`config.mk`:
```
export PLATFORM = sky130hd
export DESIGN_NAME = cart_dma_ctrl
export DESIGN_NICKNAME = d
export VERILOG_FILES = /design/src/rtl/cdma_pkg.sv /design/src/rtl/cdma_datapath.sv /design/src/rtl/cdma_control.sv /design/src/rtl/cart_dma_ctrl.sv
export SDC_FILE = /design/constraint.sdc
export NUM_CORES = 1
export LEC_CHECK = 0
export ABC_AREA = 1
export CORE_ASPECT_RATIO = 1.2
export CORE_MARGIN = 2
export CORE_UTILIZATION = 50
export DETAILED_ROUTE_END_ITERATION = 6
export DONT_BUFFER_PORTS = 1
export PLACE_DENSITY_LB_ADDON = 0.25
export SLEW_MARGIN = 20
export SYNTH_ARGS = -nofsm -noshare
export SYNTH_HDL_FRONTEND = slang
export SYNTH_SLANG_ARGS = --single-unit
```
`constraint.sdc`:
```
create_clock -name clk -period 2.7 [get_ports clk]
set_clock_uncertainty 0.15 [all_clocks]
set_input_delay 0 -clock clk [delete_from_list [all_inputs] [get_ports clk]]
set_output_delay 0 -clock clk [all_outputs]
set_load 0.03 [all_outputs]
```
`src/rtl/cdma_pkg.sv`:
```
package cdma_pkg;

  localparam int REG_DW = 32;

  // Register word indices; the length words set direction, so their order matters.
  localparam int W_DRAM  = 0;
  localparam int W_CART  = 1;
  localparam int W_RDLEN = 2;
  localparam int W_WRLEN = 3;
  localparam int W_STAT  = 4;
  localparam int W_TIM0  = 5;

  typedef enum logic [1:0] {
    ST_IDLE,
    ST_SRC,
    ST_DST,
    ST_HOLD
  } cdmaState_e;

  typedef struct packed {
    logic start;
    logic capture;
    logic step;
    logic commit;
  } cdmaStrobe_t;

endpackage

```
`src/rtl/cdma_datapath.sv`:
```
module cdma_datapath
  import cdma_pkg::*;
#(
  parameter int LEN_W   = 24,
  parameter int DRAM_AW = 24,
  parameter int CART_AW = 32,
  parameter int TIM_W   = 8,
  parameter int TIM_N   = 8,
  parameter int RA_W    = 6
) (
  input  logic               clk,
  input  logic               rstN,
  input  logic [RA_W-1:0]    regAddr,
  input  logic               regWrEn,
  input  logic [REG_DW-1:0]  regWrData,
  output logic [REG_DW-1:0]  regRdData,
  input  logic               busy,
  input  logic               irqPend,
  input  cdmaStrobe_t        strobe,
  input  logic               srcReq,
  input  logic               dstReq,
  output logic               hitLen,
  output logic               irqClrReq,
  output logic               lastByte,
  output logic               srcAck,
  output logic               dstAck,
  output logic               dramReq,
  output logic               dramWe,
  output logic [DRAM_AW-1:0] dramAddr,
  output logic [7:0]         dramWData,
  input  logic [7:0]         dramRData,
  input  logic               dramAck,
  output logic               cartReq,
  output logic               cartWe,
  output logic [CART_AW-1:0] cartAddr,
  output logic [7:0]         cartWData,
  input  logic [7:0]         cartRData,
  input  logic               cartAck
);

  localparam int WI_W = RA_W - 2;

  logic [WI_W-1:0]    wordIdx;
  logic               aligned;
  logic               wrAny;
  logic               wrDram, wrCart, wrRdLen;
  logic [DRAM_AW-1:0] dramPtrQ, dramSum, dramRound;
  logic [CART_AW-1:0] cartPtrQ, cartSum, cartRound;
  logic [LEN_W-1:0]   rdLenQ, wrLenQ, curLenQ, idxQ;
  logic [7:0]         dataQ, srcByte;
  logic               toCartQ;
  logic [TIM_N-1:0][REG_DW-1:0] timRdVec;

  assign wordIdx = regAddr[RA_W-1:2];
  assign aligned = (regAddr[1:0] == 2'b00);
  assign wrAny   = regWrEn && aligned;
  assign wrDram  = wrAny && (wordIdx == WI_W'(W_DRAM));
  assign wrCart  = wrAny && (wordIdx == WI_W'(W_CART));
  assign wrRdLen = wrAny && (wordIdx == WI_W'(W_RDLEN));

  assign hitLen    = wrRdLen || (wrAny && (wordIdx == WI_W'(W_WRLEN)));
  assign irqClrReq = wrAny && (wordIdx == WI_W'(W_STAT)) && regWrData[1];

  // Post-copy address realignment
  assign dramSum   = dramPtrQ + DRAM_AW'(curLenQ) + DRAM_AW'(1);
  assign dramRound = (dramSum + DRAM_AW'(7)) & ~DRAM_AW'(7);
  assign cartSum   = cartPtrQ + CART_AW'(curLenQ) + CART_AW'(1);
  assign cartRound = cartSum + CART_AW'(cartSum[0]);

  always_ff @(posedge clk or negedge rstN) begin
    if (!rstN) begin
      dramPtrQ <= '0;
      cartPtrQ <= '0;
    end else if (strobe.commit) begin
      dramPtrQ <= dramRound;
      cartPtrQ <= cartRound;
    end else if (!busy) begin
      if (wrDram) dramPtrQ <= regWrData[DRAM_AW-1:0] & ~DRAM_AW'(1);
      if (wrCart) cartPtrQ <= regWrData[CART_AW-1:0] & ~CART_AW'(1);
    end
  end

  always_ff @(posedge clk or negedge rstN) begin
    if (!rstN) begin
      rdLenQ  <= '0;
      wrLenQ  <= '0;
      curLenQ <= '0;
      idxQ    <= '0;
      toCartQ <= 1'b0;
      dataQ   <= '0;
    end else begin
      if (strobe.start) begin
        toCartQ <= wrRdLen;
        curLenQ <= regWrData[LEN_W-1:0];
        idxQ    <= '0;
        if (wrRdLen) rdLenQ <= regWrData[LEN_W-1:0];
        else         wrLenQ <= regWrData[LEN_W-1:0];
      end
      if (strobe.capture) dataQ <= srcByte;
      if (strobe.step)    idxQ  <= idxQ + LEN_W'(1);
    end
  end

  // Per-domain timing settings, one storage slot each
  for (genvar k = 0; k < TIM_N; k++) begin : g_tim
    logic [TIM_W-1:0] valQ;
    logic             hit;
    assign hit = aligned && (wordIdx == WI_W'(W_TIM0 + k));
    always_ff @(posedge clk or negedge rstN) begin
      if (!rstN)              valQ <= '0;
      else if (regWrEn && hit) valQ <= regWrData[TIM_W-1:0];
    end
    assign timRdVec[k] = hit ? REG_DW'(valQ) : '0;
  end

  always_comb begin
    regRdData = '0;
    if (aligned) begin
      case (wordIdx)
        WI_W'(W_DRAM):  regRdData = REG_DW'(dramPtrQ);
        WI_W'(W_CART):  regRdData = REG_DW'(cartPtrQ);
        WI_W'(W_RDLEN): regRdData = REG_DW'(rdLenQ);
        WI_W'(W_WRLEN): regRdData = REG_DW'(wrLenQ);
        WI_W'(W_STAT):  regRdData = REG_DW'({irqPend, 1'b0, 1'b0, busy});
        default: begin
          for (int k = 0; k < TIM_N; k++) regRdData = regRdData | timRdVec[k];
        end
      endcase
    end
  end

  // Port steering by direction
  assign lastByte  = (idxQ == curLenQ);
  assign srcByte   = toCartQ ? dramRData : cartRData;
  assign srcAck    = toCartQ ? dramAck : cartAck;
  assign dstAck    = toCartQ ? cartAck : dramAck;
  assign dramReq   = toCartQ ? srcReq : dstReq;
  assign cartReq   = toCartQ ? dstReq : srcReq;
  assign dramWe    = !toCartQ;
  assign cartWe    = toCartQ;
  assign dramAddr  = dramPtrQ + DRAM_AW'(idxQ);
  assign cartAddr  = cartPtrQ + CART_AW'(idxQ);
  assign dramWData = dataQ;
  assign cartWData = dataQ;

endmodule

```
`src/rtl/cdma_control.sv`:
```
module cdma_control
  import cdma_pkg::*;
#(
  parameter int DLY_W = 16
) (
  input  logic             clk,
  input  logic             rstN,
  input  logic             hitLen,
  input  logic             irqClrReq,
  input  logic             srcAck,
  input  logic             dstAck,
  input  logic             lastByte,
  input  logic [DLY_W-1:0] doneDelay,
  output cdmaStrobe_t      strobe,
  output logic             srcReq,
  output logic             dstReq,
  output logic             busy,
  output logic             irqPend
);

  cdmaState_e       stateQ, stateD;
  logic [DLY_W-1:0] cntQ;
  logic             finishByte;
  logic             irqSet;

  assign srcReq     = (stateQ == ST_SRC);
  assign dstReq     = (stateQ == ST_DST);
  assign busy       = (stateQ != ST_IDLE);
  assign finishByte = dstReq && dstAck && lastByte;
  assign irqSet     = (stateQ == ST_HOLD) && (cntQ == '0);

  always_comb begin
    strobe = '0;
    stateD = stateQ;
    case (stateQ)
      ST_IDLE: begin
        if (hitLen) begin
          strobe.start = 1'b1;
          stateD       = ST_SRC;
        end
      end
      ST_SRC: begin
        if (srcAck) begin
          strobe.capture = 1'b1;
          stateD         = ST_DST;
        end
      end
      ST_DST: begin
        if (dstAck) begin
          if (lastByte) begin
            strobe.commit = 1'b1;
            stateD        = ST_HOLD;
          end else begin
            strobe.step = 1'b1;
            stateD      = ST_SRC;
          end
        end
      end
      ST_HOLD: begin
        if (cntQ == '0) stateD = ST_IDLE;
      end
      default: stateD = ST_IDLE;
    endcase
  end

  always_ff @(posedge clk or negedge rstN) begin
    if (!rstN) begin
      stateQ  <= ST_IDLE;
      cntQ    <= '0;
      irqPend <= 1'b0;
    end else begin
      stateQ <= stateD;
      if (finishByte)                               cntQ <= doneDelay;
      else if (stateQ == ST_HOLD && cntQ != '0)     cntQ <= cntQ - DLY_W'(1);
      if (irqSet)         irqPend <= 1'b1;
      else if (irqClrReq) irqPend <= 1'b0;
    end
  end

endmodule

```
`src/rtl/cart_dma_ctrl.sv`:
```
module cart_dma_ctrl
  import cdma_pkg::*;
#(
  parameter int LEN_W   = 24,
  parameter int DRAM_AW = 24,
  parameter int CART_AW = 32,
  parameter int TIM_W   = 8,
  parameter int TIM_N   = 8,
  parameter int RA_W    = 6,
  parameter int DLY_W   = 16
) (
  input  logic               clk,
  input  logic               rstN,
  input  logic [RA_W-1:0]    regAddr,
  input  logic               regWrEn,
  input  logic [31:0]        regWrData,
  output logic [31:0]        regRdData,
  input  logic [DLY_W-1:0]   doneDelay,
  output logic               irq,
  output logic               dramReq,
  output logic               dramWe,
  output logic [DRAM_AW-1:0] dramAddr,
  output logic [7:0]         dramWData,
  input  logic [7:0]         dramRData,
  input  logic               dramAck,
  output logic               cartReq,
  output logic               cartWe,
  output logic [CART_AW-1:0] cartAddr,
  output logic [7:0]         cartWData,
  input  logic [7:0]         cartRData,
  input  logic               cartAck
);

  cdmaStrobe_t strobe;
  logic srcReq, dstReq, srcAck, dstAck;
  logic hitLen, irqClrReq, lastByte;
  logic dmaBusy, irqPend;

  assign irq = irqPend;

  cdma_datapath #(
    .LEN_W(LEN_W), .DRAM_AW(DRAM_AW), .CART_AW(CART_AW),
    .TIM_W(TIM_W), .TIM_N(TIM_N), .RA_W(RA_W)
  ) u_dp (
    .clk(clk), .rstN(rstN),
    .regAddr(regAddr), .regWrEn(regWrEn), .regWrData(regWrData), .regRdData(regRdData),
    .busy(dmaBusy), .irqPend(irqPend), .strobe(strobe),
    .srcReq(srcReq), .dstReq(dstReq),
    .hitLen(hitLen), .irqClrReq(irqClrReq), .lastByte(lastByte),
    .srcAck(srcAck), .dstAck(dstAck),
    .dramReq(dramReq), .dramWe(dramWe), .dramAddr(dramAddr), .dramWData(dramWData),
    .dramRData(dramRData), .dramAck(dramAck),
    .cartReq(cartReq), .cartWe(cartWe), .cartAddr(cartAddr), .cartWData(cartWData),
    .cartRData(cartRData), .cartAck(cartAck)
  );

  cdma_control #(
    .DLY_W(DLY_W)
  ) u_ctl (
    .clk(clk), .rstN(rstN),
    .hitLen(hitLen), .irqClrReq(irqClrReq),
    .srcAck(srcAck), .dstAck(dstAck), .lastByte(lastByte),
    .doneDelay(doneDelay), .strobe(strobe),
    .srcReq(srcReq), .dstReq(dstReq), .busy(dmaBusy), .irqPend(irqPend)
  );

endmodule

```
==> summary.json, run 1 <==
{
  "grt_pass1_vias": 21800,
  "grt_start_max_net_pins": 243,
  "slew-limit-headroom_pct": 55.9,
  "grt_pass1_wl_um": 120000,
  "post-route-cell-area_um2": 28700,
  "placed_cell_area_um2": 22400,
  "final-instance-count-excl-fill": 3795,
  "remaining_drc_errors": 0,
  "ff_latch_area_um2": 6080,
  "cp_data_required_time_ns": 2.55,
  "synth-adder-area-share_pct": 8.06,
  "drv_cap": 0,
  "ys_seq_elements": 242,
  "post_synth_xor_area_fraction_pct": 5.28,
  "startpoint_type": "flop",
  "placement_rows": 76,
  "via_density_per_instance": 5.95,
  "layout_commonest_cell": "nand2_1",
  "finalWorstPathRequiredPeriod_ns": 3.25,
  "synth-compound-area-share_pct": 15.9,
  "power_per_cell_area_nw_per_um2": 299,
  "floorplan.die.height_um": 214,
  "drt-pass1-iter-count": 6,
  "synth.cell_area_um2": 18400,
  "post-layout-total-power_w": 0.00857,
  "finalSetupViolations": 132,
  "place.gp.congestion": 1.00,
  "globalRoute.totalOverflow": 0,
  "cts.path.max_buffers": 3,
  "totalNegativeSetupSlack_ns": -33.08,
  "slew_worst_pin_ns": 0.661,
  "cts_htree_levels": 1,
  "yosys-top-cells-area": "dfrtp_1 (33%), nand2_1 (16%), ha_1 (7.6%)",
  "critical_path_peak_fanout": 4,
  "tritoncts_num_sinks": 242,
  "filler_cell_count": 2355,
  "outcome": "finished with violations",
  "route.final.wire_length_um": 84400,
  "buffer_ports.inserted": 0,
  "cts_root_buf": "clkbuf_16",
  "initial_utilization_pct": 51.0,
  "synthesis.instances": 2641,
  "clk_transition_reported_paths_ns": 0.06,
  "syn_nets": 2832,
  "hold_buffers": 99,
  "drt-wirelength-per-cell_um": 22.2,
  "synth_mux_area_share_pct": 0.381,
  "setup_repair_after_global_routing_missed_its_margin": "yes",
  "clk-insertion-delay-late_ns": 0.58,
  "leakage_nw": 14.0,
  "syn_area_per_cell_um2": 6.96,
  "multi_input_area_um2": 13600,
  "synth_top_family_by_area": "simple AND/OR/NAND/NOR gates",
  "initial_antenna_violation_count": 3,
  "yosysTopAreaCellShare_pct": 33.0,
  "layout_common_cells": "nand2_1 (691), buf_4 (505), inv_1 (275)",
  "final_layout_size_suffix_gt1_share_pct": 34.8,
  "synth_ff_type": "dfrtp_1",
  "nNetsFinal": 3494,
  "ant_nets": 0,
  "warning_count_from_the_yosys_run": 0,
  "count_of_flip_flops_with_a_built_in_enable_after_synthesis": 0,
  "worstSetupPathType": "flop to output pin",
  "netlist.top_cell.by_area": "dfrtp_1",
  "dieWidth_um": 179,
  "cts_tree": "done",
  "core_area_um2": 36000,
  "vias": 22600,
  "synthToLayoutAreaGrowth_pct": 56.1,
  "end_kind": "output pin",
  "crit_arrival_ns": 3.10,
  "dp.cells": 3521,
  "grt.total_usage_pct": 40.5,
  "reg2reg_from": "u_dp.curLenQ[2]$_DFFE_PN0P_",
  "worst_setup_path_startpoint": "u_dp.cartPtrQ[2]$_DFFE_PN0P_",
  "num_io_pins": 184,
  "achievable-frequency_ghz": 0.307,
  "cts_inserted_buffers": 28,
  "vdd_drop_max_mv": 0.581,
  "slew_viol_final": 0,
  "die_area_um2": 38300,
  "violations": "negative hold slack, negative setup slack",
  "post_synthesis_simple_gate_area_fraction_pct": 29.3,
  "setup_slack_ns": -0.553,
  "seq_area_frac_synth_pct": 33.0,
  "worst_hold_path_type": "input pin to asynchronous set/reset pin",
  "final_min_period_over_clock_period_pct": 120,
  "hold_violations": 245,
  "detail_route.iter0.violations": 2095,
  "synthArstFlopShare_pct": 100,
  "dp_hpwl_um": 56400,
  "timing.hold.ws_ns": -1.04,
  "synth_cell_type_count": 56
}
-- layer usage --
layer,share of wire [%],global-route usage [%],up-vias
li1,-,-,10100
met1,36,47.9,10700
met5,0.014,0,-
met3,9.1,8.48,403
met2,46,66.5,1353
met4,8.4,25.4,2
-- Yosys cell counts, types with 12 or more instances --
| cell type | count |
|---|---|
| a31oi_1 | 26 |
| nand3_1 | 126 |
| nor4_1 | 18 |
| o211ai_1 | 33 |
| ha_1 | 112 |
| o21ai_0 | 215 |
| inv_1 | 292 |
| buf_4 | 12 |
| clkbuf_1 | 64 |
| nor2_1 | 214 |
| a221oi_1 | 28 |
| nand4_1 | 43 |
| xor2_1 | 77 |
| a21oi_1 | 117 |
| dfrtp_1 | 242 |
| a22o_1 | 12 |
| nand2_1 | 801 |
| xnor2_1 | 30 |
| nor3_1 | 36 |
-- critical path, stage by stage, from the launching register on --
cell and delay [ns]:
dfrtp_1 0.40, inv_1 0.22, fa_2 0.43, o21ai_2 0.18, nand2_1 0.09, nand3_2 0.09
nand2_2 0.08, nand2_4 0.12, nand3_4 0.08, buf_8 0.16, a31oi_4 0.21, buf_6 0.12
xor2_1 0.14, buf_4 0.18
-- cell type report --
type | count | area share, %
flip-flops and latches | 242 | 21.2
well taps | 468 | 2.04
clock inverters | 15 | 0.702
repair inverters | 2 | 0.0654
repair buffers | 714 | 21.8
multi-input cells | 2015 | 47.4
inverters | 300 | 4.04
clock buffers | 36 | 2.76
diodes | 3 | 0.0262
-- report_power, final --
group | internal (W) | total (W) | leakage, nW | switching (W)
clock | 0.00246 | 0.00421 | 0.480 | 0.00174
combinational | 0.000222 | 0.000519 | 10.3 | 0.000297
sequential | 0.00376 | 0.00384 | 3.18 | 0.0000856
total | 0.00644 | 0.00857 | 14.0 | 0.00213
-- cell families (layout without fill, tap and decap cells) --
family          count (synthesis)  in the layout
flops                         242            242
simple gates                 1286           1286
compound gates                497            497
buf+inv                       384           1067
other cells                     0              3
mux                             7              7
fa+ha+maj                     116            116
xor+xnor                      109            109
-- flip-flops by register name, summed over array words and instances (netlist names) --
signal,count
u_dp.g_tim.valQ,64
u_dp.cartPtrQ,31
u_dp.curLenQ,24
u_dp.idxQ,24
u_dp.rdLenQ,24
u_dp.wrLenQ,24
u_dp.dramPtrQ,23
u_ctl.cntQ,16
u_dp.cartWData,8
u_ctl.stateQ,2
u_ctl.irqPend,1
u_dp.cartWe,1
-- final timing paths --
kind                                                endpoint  slack, ns  cells after the start
min reg2reg                u_dp.g_tim[2].valQ[1]$_DFFE_PN0P_       0.34                      2
max in group asynchronous          u_dp.idxQ[13]$_DFFE_PN0P_       2.99                      0
max                                             cartAddr[27]      -0.55                     13
min in group clk                 u_ctl.stateQ[0]$_DFFE_PN0P_      -0.02                      5
min                               u_ctl.cntQ[11]$_DFFE_PN0P_      -1.04                      0
max reg2reg                    u_dp.cartPtrQ[30]$_DFFE_PN0P_      -0.39                     17
-- what timing repair did --
action                                  in CTS  in global routing
resized for setup                          405                329
buffers inserted                            63                 68
pin swaps                                   93                121
hold endpoints to repair                   462                242
gates cloned                                 4                  3
endpoints found under the setup margin     110                142
-- metrics by stage --
step	hold WS (ns)	utilization, %	worst slack (ns)
after floorplan	-0.446	-	-0.0481
after global placement	-0.439	62.2	-0.417
after detailed placement	-0.440	62.2	-0.467
after CTS	-1.05	74.3	-0.422
after global routing	-1.04	79.6	-0.611
final	-1.04	79.6	-0.553
Note: power is estimated with default switching activity, not from simulation.
==> run 2: changes to the inputs <==
--- a/config.mk
+++ b/config.mk
@@ -15,4 +15,6 @@
 export SLEW_MARGIN = 20
 export SYNTH_ARGS = -nofsm -noshare
 export SYNTH_HDL_FRONTEND = slang
+export SYNTH_HIERARCHICAL = 1
 export SYNTH_SLANG_ARGS = --single-unit
+export TNS_END_PERCENT = 1
==> run 2 against run 1 <==
Net effect: sequential share of layout area rose by 1.9 points; routed wire length fell by 8.1%; final cell count decreased by 0.11%; the flow finishes with violations (design-rule violations, negative hold slack, negative setup slack); maximum frequency decreased by 1.5%; hold slack lost 0.00058 ns; highest routed layer unchanged; clock power shrank 6.4%; die area increased by 2.1%; register-to-register slack better by 0.04 ns; first-iteration DRC count fell by 6.8%; sequential power grew 42%.
==> summary.json, run 2 <==
{
  "setup_repair_after_global_routing_missed_its_margin": {"value": "yes", "change": "unchanged"},
  "dp.cells": {"value": 3603, "change": "was 3521"},
  "slew_worst_pin": {"value": 1.04, "unit": "ns", "change": "was 0.661 ns"},
  "cp_data_required_time": {"value": 2.55, "unit": "ns", "change": "about the same"},
  "yosysTopAreaCellShare": {"value": 32.3, "unit": "%", "change": "was 33.0%"},
  "worstSetupPathType": {"value": "flop to output pin", "change": "unchanged"},
  "finalWorstPathRequiredPeriod": {"value": 3.30, "unit": "ns", "change": "was 3.25 ns"},
  "p_int": {"value": 0.0130, "unit": "W", "change": "was 0.00644 W"},
  "drt-wirelength-per-cell": {"value": 20.5, "unit": "um", "change": "was 22.2 um"},
  "achievable-frequency": {"value": 0.303, "unit": "GHz", "change": "was 0.307 GHz"},
  "cts_tree": {"value": "done", "change": "unchanged"},
  "worst_hold_path_type": {"value": "input pin to asynchronous set/reset pin", "change": "unchanged"},
  "end_kind": {"value": "output pin", "change": "unchanged"},
  "violations": {"value": "design-rule violations, negative hold slack, negative setup slack", "change": "was negative hold slack, negative setup slack"},
  "count_of_flip_flops_with_a_built_in_enable_after_synthesis": {"value": 0, "change": "unchanged"},
  "finalSetupViolations": {"value": 115, "change": "was 132"},
  "seq_area_frac_synth": {"value": 32.3, "unit": "%", "change": "was 33.0%"},
  "remaining_drc_errors": {"value": 4, "change": "was 0"},
  "leakage": {"value": 13.3, "unit": "nW", "change": "was 14.0 nW"},
  "placement_rows": {"value": 77, "change": "was 76"},
  "drt-pass1-iter-count": {"value": 7, "change": "was 6"},
  "detail_route.iter0.violations": {"value": 1952, "change": "was 2095"},
  "cts_htree_levels": {"value": 1, "change": "unchanged"},
  "final_layout_size_suffix_gt1_share": {"value": 26.1, "unit": "%", "change": "was 34.8%"},
  "core_area": {"value": 36900, "unit": "um^2", "change": "was 36000 um^2"},
  "crit_top_cell": "buf_4",
  "ys_seq_elements": {"value": 242, "change": "unchanged"},
  "synth.cell_area": {"value": 18800, "unit": "um^2", "change": "was 18400 um^2"},
  "synth_ff_type": {"value": "dfrtp_1", "change": "unchanged"},
  "cts_inserted_buffers": {"value": 27, "change": "was 28"},
  "power_per_cell_area": {"value": 920, "unit": "nW/um^2", "change": "was 299 nW/um^2"},
  "critical_path.n_buffers_inverters": {"value": 4, "change": "unchanged"},
  "layout_common_cells": {"value": "nand2_1 (825), buf_4 (473), inv_1 (317)", "change": "was nand2_1 (691), buf_4 (505), inv_1 (275)"},
  "netSwitchingFraction": {"value": 46.1, "unit": "%", "change": "was 24.8%"},
  "placed_cell_area": {"value": 22600, "unit": "um^2", "change": "was 22400 um^2"},
  "comb_power_share": {"value": 61.0, "unit": "%", "change": "was 6.1%"},
  "buffer_ports.inserted": {"value": 0, "change": "unchanged"},
  "drv_cap": {"value": 0, "change": "unchanged"},
  "critical_path_peak_fanout": {"value": 4, "change": "unchanged"},
  "hold_violations": {"value": 242, "change": "was 245"},
  "grt_start_max_net_pins": {"value": 243, "change": "unchanged"},
  "route.final.wire_length": {"value": 77600, "unit": "um", "change": "was 84400 um"},
  "vdd_drop_max": {"value": 1.05, "unit": "mV", "change": "was 0.581 mV"},
  "place.gp.congestion": {"value": 0.976, "change": "was 1.00"},
  "critPathSlowestCell": {"value": "dfrtp_1", "change": "was fa_2"},
  "grt_pass1_vias": {"value": 20900, "change": "was 21800"},
  "netlist.top_cell.by_area": {"value": "dfrtp_1", "change": "unchanged"},
  "globalRoute.totalOverflow": {"value": 0, "change": "unchanged"},
  "ant_nets": {"value": 0, "change": "unchanged"},
  "crit_arrival": {"value": 3.15, "unit": "ns", "change": "was 3.10 ns"},
  "startpoint_type": {"value": "flop", "change": "unchanged"},
  "highest_cell_delay_on_the_worst_timing_path": {"value": 0.40, "unit": "ns", "change": "was 0.43 ns"},
  "tritoncts_num_sinks": {"value": 242, "change": "unchanged"},
  "cts_root_buf": {"value": "clkbuf_16", "change": "unchanged"},
  "warning_count_from_the_yosys_run": {"value": 6, "change": "was 0"},
  "initial_antenna_violation_count": {"value": 1, "change": "was 3"},
  "clk_transition_reported_paths": {"value": 0.07, "unit": "ns", "change": "was 0.06 ns"},
  "outcome": {"value": "finished with violations", "change": "unchanged"},
  "layout_commonest_cell": {"value": "nand2_1", "change": "unchanged"},
  "post-layout-total-power": {"value": 0.0241, "unit": "W", "change": "was 0.00857 W"},
  "setup_slack": {"value": -0.602, "unit": "ns", "change": "was -0.553 ns"},
  "syn_nets": {"value": 2921, "change": "was 2832"},
  "dieWidth": {"value": 181, "unit": "um", "change": "was 179 um"},
  "num_io_pins": {"value": 184, "change": "unchanged"},
  "slew-limit-headroom": {"value": 30.5, "unit": "%", "change": "was 55.9%"},
  "slew_viol_final": {"value": 0, "change": "unchanged"},
  "crit_chain": {"value": "buf_6 > ha_4 > inv_1 > fa_2 > o21ai_2 > a21oi_2 > buf_4 > o21ai_4 > a31oi_1 > o21ai_1 > xor2_1 > buf_4", "change": "was inv_1 > fa_2 > o21ai_2 > nand2_1 > nand3_2 > nand2_2 > nand2_4 > nand3_4 > buf_8 > a31oi_4 > buf_6 > xor2_1 > buf_4"},
  "layout_top_registers": {"value": "u_dp/g_tim.valQ x64, u_dp/cartPtrQ x31", "change": "was u_dp.g_tim.valQ x64, u_dp.cartPtrQ x31"},
  "post_synth_most_frequent_cells": {"value": "nand2_1 (852), inv_1 (329), dfrtp_1 (242), o21ai_0 (230), nor2_1 (195)", "change": "was nand2_1 (801), inv_1 (292), dfrtp_1 (242), o21ai_0 (215), nor2_1 (214)"},
  "via_density_per_instance": {"value": 5.73, "change": "was 5.95"},
  "post-place-ws": {"value": -0.451, "unit": "ns", "change": "was -0.467 ns"},
  "grt.total_usage": {"value": 38.0, "unit": "%", "change": "was 40.5%"},
  "floorplan.die.height": {"value": 216, "unit": "um", "change": "was 214 um"},
  "yosys-top-cells-area": {"value": "dfrtp_1 (32%), nand2_1 (17%), ha_1 (7.5%)", "change": "was dfrtp_1 (33%), nand2_1 (16%), ha_1 (7.6%)"},
  "synth_most_common_cell": {"value": "nand2_1", "change": "unchanged"},
  "max_flop_register": {"value": "u_dp/g_tim.valQ", "change": "was u_dp.g_tim.valQ"},
  "flop_pwr_share": {"value": 22.7, "unit": "%", "change": "was 44.8%"},
  "timing.hold.ws": {"value": -1.04, "unit": "ns", "change": "about the same"},
  "synthArstFlopShare": {"value": 100, "unit": "%", "change": "unchanged"},
  "cts.path.max_buffers": {"value": 3, "change": "unchanged"},
  "netSwitchingPower": {"value": 0.0111, "unit": "W", "change": "was 0.00213 W"},
  "die_area": {"value": 39100, "unit": "um^2", "change": "was 38300 um^2"},
  "vias": {"value": 21700, "change": "was 22600"},
  "nNetsFinal": {"value": 3485, "change": "was 3494"},
  "critPathTopFamily": {"value": "compound AO/OA/AOI/OAI gates", "change": "was buffers and inverters"},
  "syn_area_per_cell": {"value": 6.87, "unit": "um^2", "change": "was 6.96 um^2"},
  "synthesis.instances": {"value": 2730, "change": "was 2641"},
  "synthToLayoutAreaGrowth": {"value": 39.9, "unit": "%", "change": "was 56.1%"},
  "synth_cell_type_count": {"value": 65, "change": "was 56"},
  "dp_hpwl": {"value": 58000, "unit": "um", "change": "was 56400 um"},
  "final_min_period_over_clock_period": {"value": 122, "unit": "%", "change": "was 120%"},
  "grt_pass1_wl": {"value": 117000, "unit": "um", "change": "was 120000 um"},
  "hold_buffers": {"value": 103, "change": "was 99"},
  "clk-insertion-delay-late": {"value": 0.58, "unit": "ns", "change": "about the same"},
  "share_clk_of_total_power": {"value": 16.3, "unit": "%", "change": "was 49.1%"},
  "largest_reg_flops": {"value": 64, "change": "unchanged"},
  "final-instance-count-excl-fill": {"value": 3791, "change": "was 3795"},
  "post-route-cell-area": {"value": 26200, "unit": "um^2", "change": "was 28700 um^2"},
  "initial_utilization": {"value": 50.8, "unit": "%", "change": "was 51.0%"}
}
[run 2: cell count changes in the layout (fill, tap and decap cells not counted), sizes merged, moves of 7 or more]
| cell | delta |
|---|---|
| a22o | -7 |
| a311oi | +7 |
| o21ai | +18 |
| buf | -93 |
| inv | +45 |
| nand4 | -11 |
| nand3 | +28 |
| xor2 | -27 |
| nor4 | -11 |
| o211ai | -12 |
| nand2 | +77 |
| nor2 | -8 |
[run 2: layout make-up]
class | instances | area, um^2
Timing Repair Buffer | 622 | 5150
Clock buffer | 40 | 815
Tap cell | 474 | 593
Multi-Input combinational cell | 2056 | 12200
Antenna cell | 2 | 5.00
Inverter | 345 | 1310
Sequential cell | 242 | 6070
Fill cell | 3014 | 10700
Clock inverter | 10 | 126
[run 2: worst paths after layout]
path                                                endpoint  cells past startpoint                         startpoint  slack (ns)
setup / recovery                                dramAddr[13]                     12           u_dp/idxQ[1]$_DFFE_PN0P_       -0.60
hold / removal                 u_dp/cartPtrQ[26]$_DFFE_PN0P_                      0                               rstN       -1.04
setup reg to reg                   u_dp/idxQ[23]$_DFFE_PN0P_                     18       u_dp/curLenQ[19]$_DFFE_PN0P_       -0.35
hold reg to reg            u_dp/g_tim[2].valQ[1]$_DFFE_PN0P_                      2  u_dp/g_tim[2].valQ[1]$_DFFE_PN0P_        0.33
max in group asynchronous  u_dp/g_tim[3].valQ[6]$_DFFE_PN0P_                      0                               rstN        2.57
min in group clk               u_dp/cartPtrQ[25]$_DFFE_PN0P_                      3                      regWrData[25]        0.02
[run 2: metal layers]
layer / vias up / part of all wire, % / GRT usage, %
met3: 263 / 7.9 / 5.29
met4: 2 / 6.7 / 21.5
met2: 1149 / 46 / 62.7
met1: 10200 / 39 / 48.0
met5: - / 0.012 / 0
li1: 10100 / - / -
[run 2: stage by stage]
stage,util [%],setup TNS [ns]
2_1_floorplan,-,-0.210
5_1_grt,71.1,-39.25
6_report,71.1,-28.12
3_3_place_gp,61.4,-20.17
4_1_cts,69.3,-25.01
3_5_place_dp,61.4,-24.66
[run 2: power groups by stage]
stage          clock, W  combinational, W  sequential [W]
2_1_floorplan         0           0.00751         0.00519
3_3_place_gp          0            0.0124         0.00544
3_5_place_dp          0            0.0126         0.00547
4_1_cts         0.00397            0.0138         0.00542
5_1_grt         0.00411            0.0158         0.00555
6_report        0.00394            0.0147         0.00547
[run 2: cells by family (layout without fill, tap and decap cells)]
family / Yosys count / after routing / share of synthesized area (%)
mux: 2 / 2 / 0.107
other cells: 0 / 2 / 0
flops: 242 / 242 / 32.3
fa+ha+maj: 116 / 116 / 7.90
xor+xnor: 78 / 78 / 3.64
simple gates: 1357 / 1357 / 31.1
compound gates: 503 / 503 / 15.9
buf+inv: 432 / 1017 / 9.12
[run 2: timing repair]
item                       4_1_cts  5_1_grt
pin swaps                       25       36
resized for setup              175      149
hold endpoints to repair       457      242
setup endpoints to repair      117      142
setup buffers                   26        7
[run 2: worst register-to-register path, cell delays in order (launching register included)]
cell and delay, ns:
dfrtp_1 0.40, inv_2 0.06, or2_2 0.27, nand4_1 0.12
nor3_2 0.05, nand4_1 0.12, nor3_2 0.06, and3_4 0.17
nor3_2 0.23, buf_4 0.19, nand4_1 0.12, nor2_2 0.13
nand4_1 0.15, nor2_1 0.16, nand2_2 0.11, nor3_4 0.16
nand4_1 0.13, nand3_1 0.08, o21ai_0 0.07
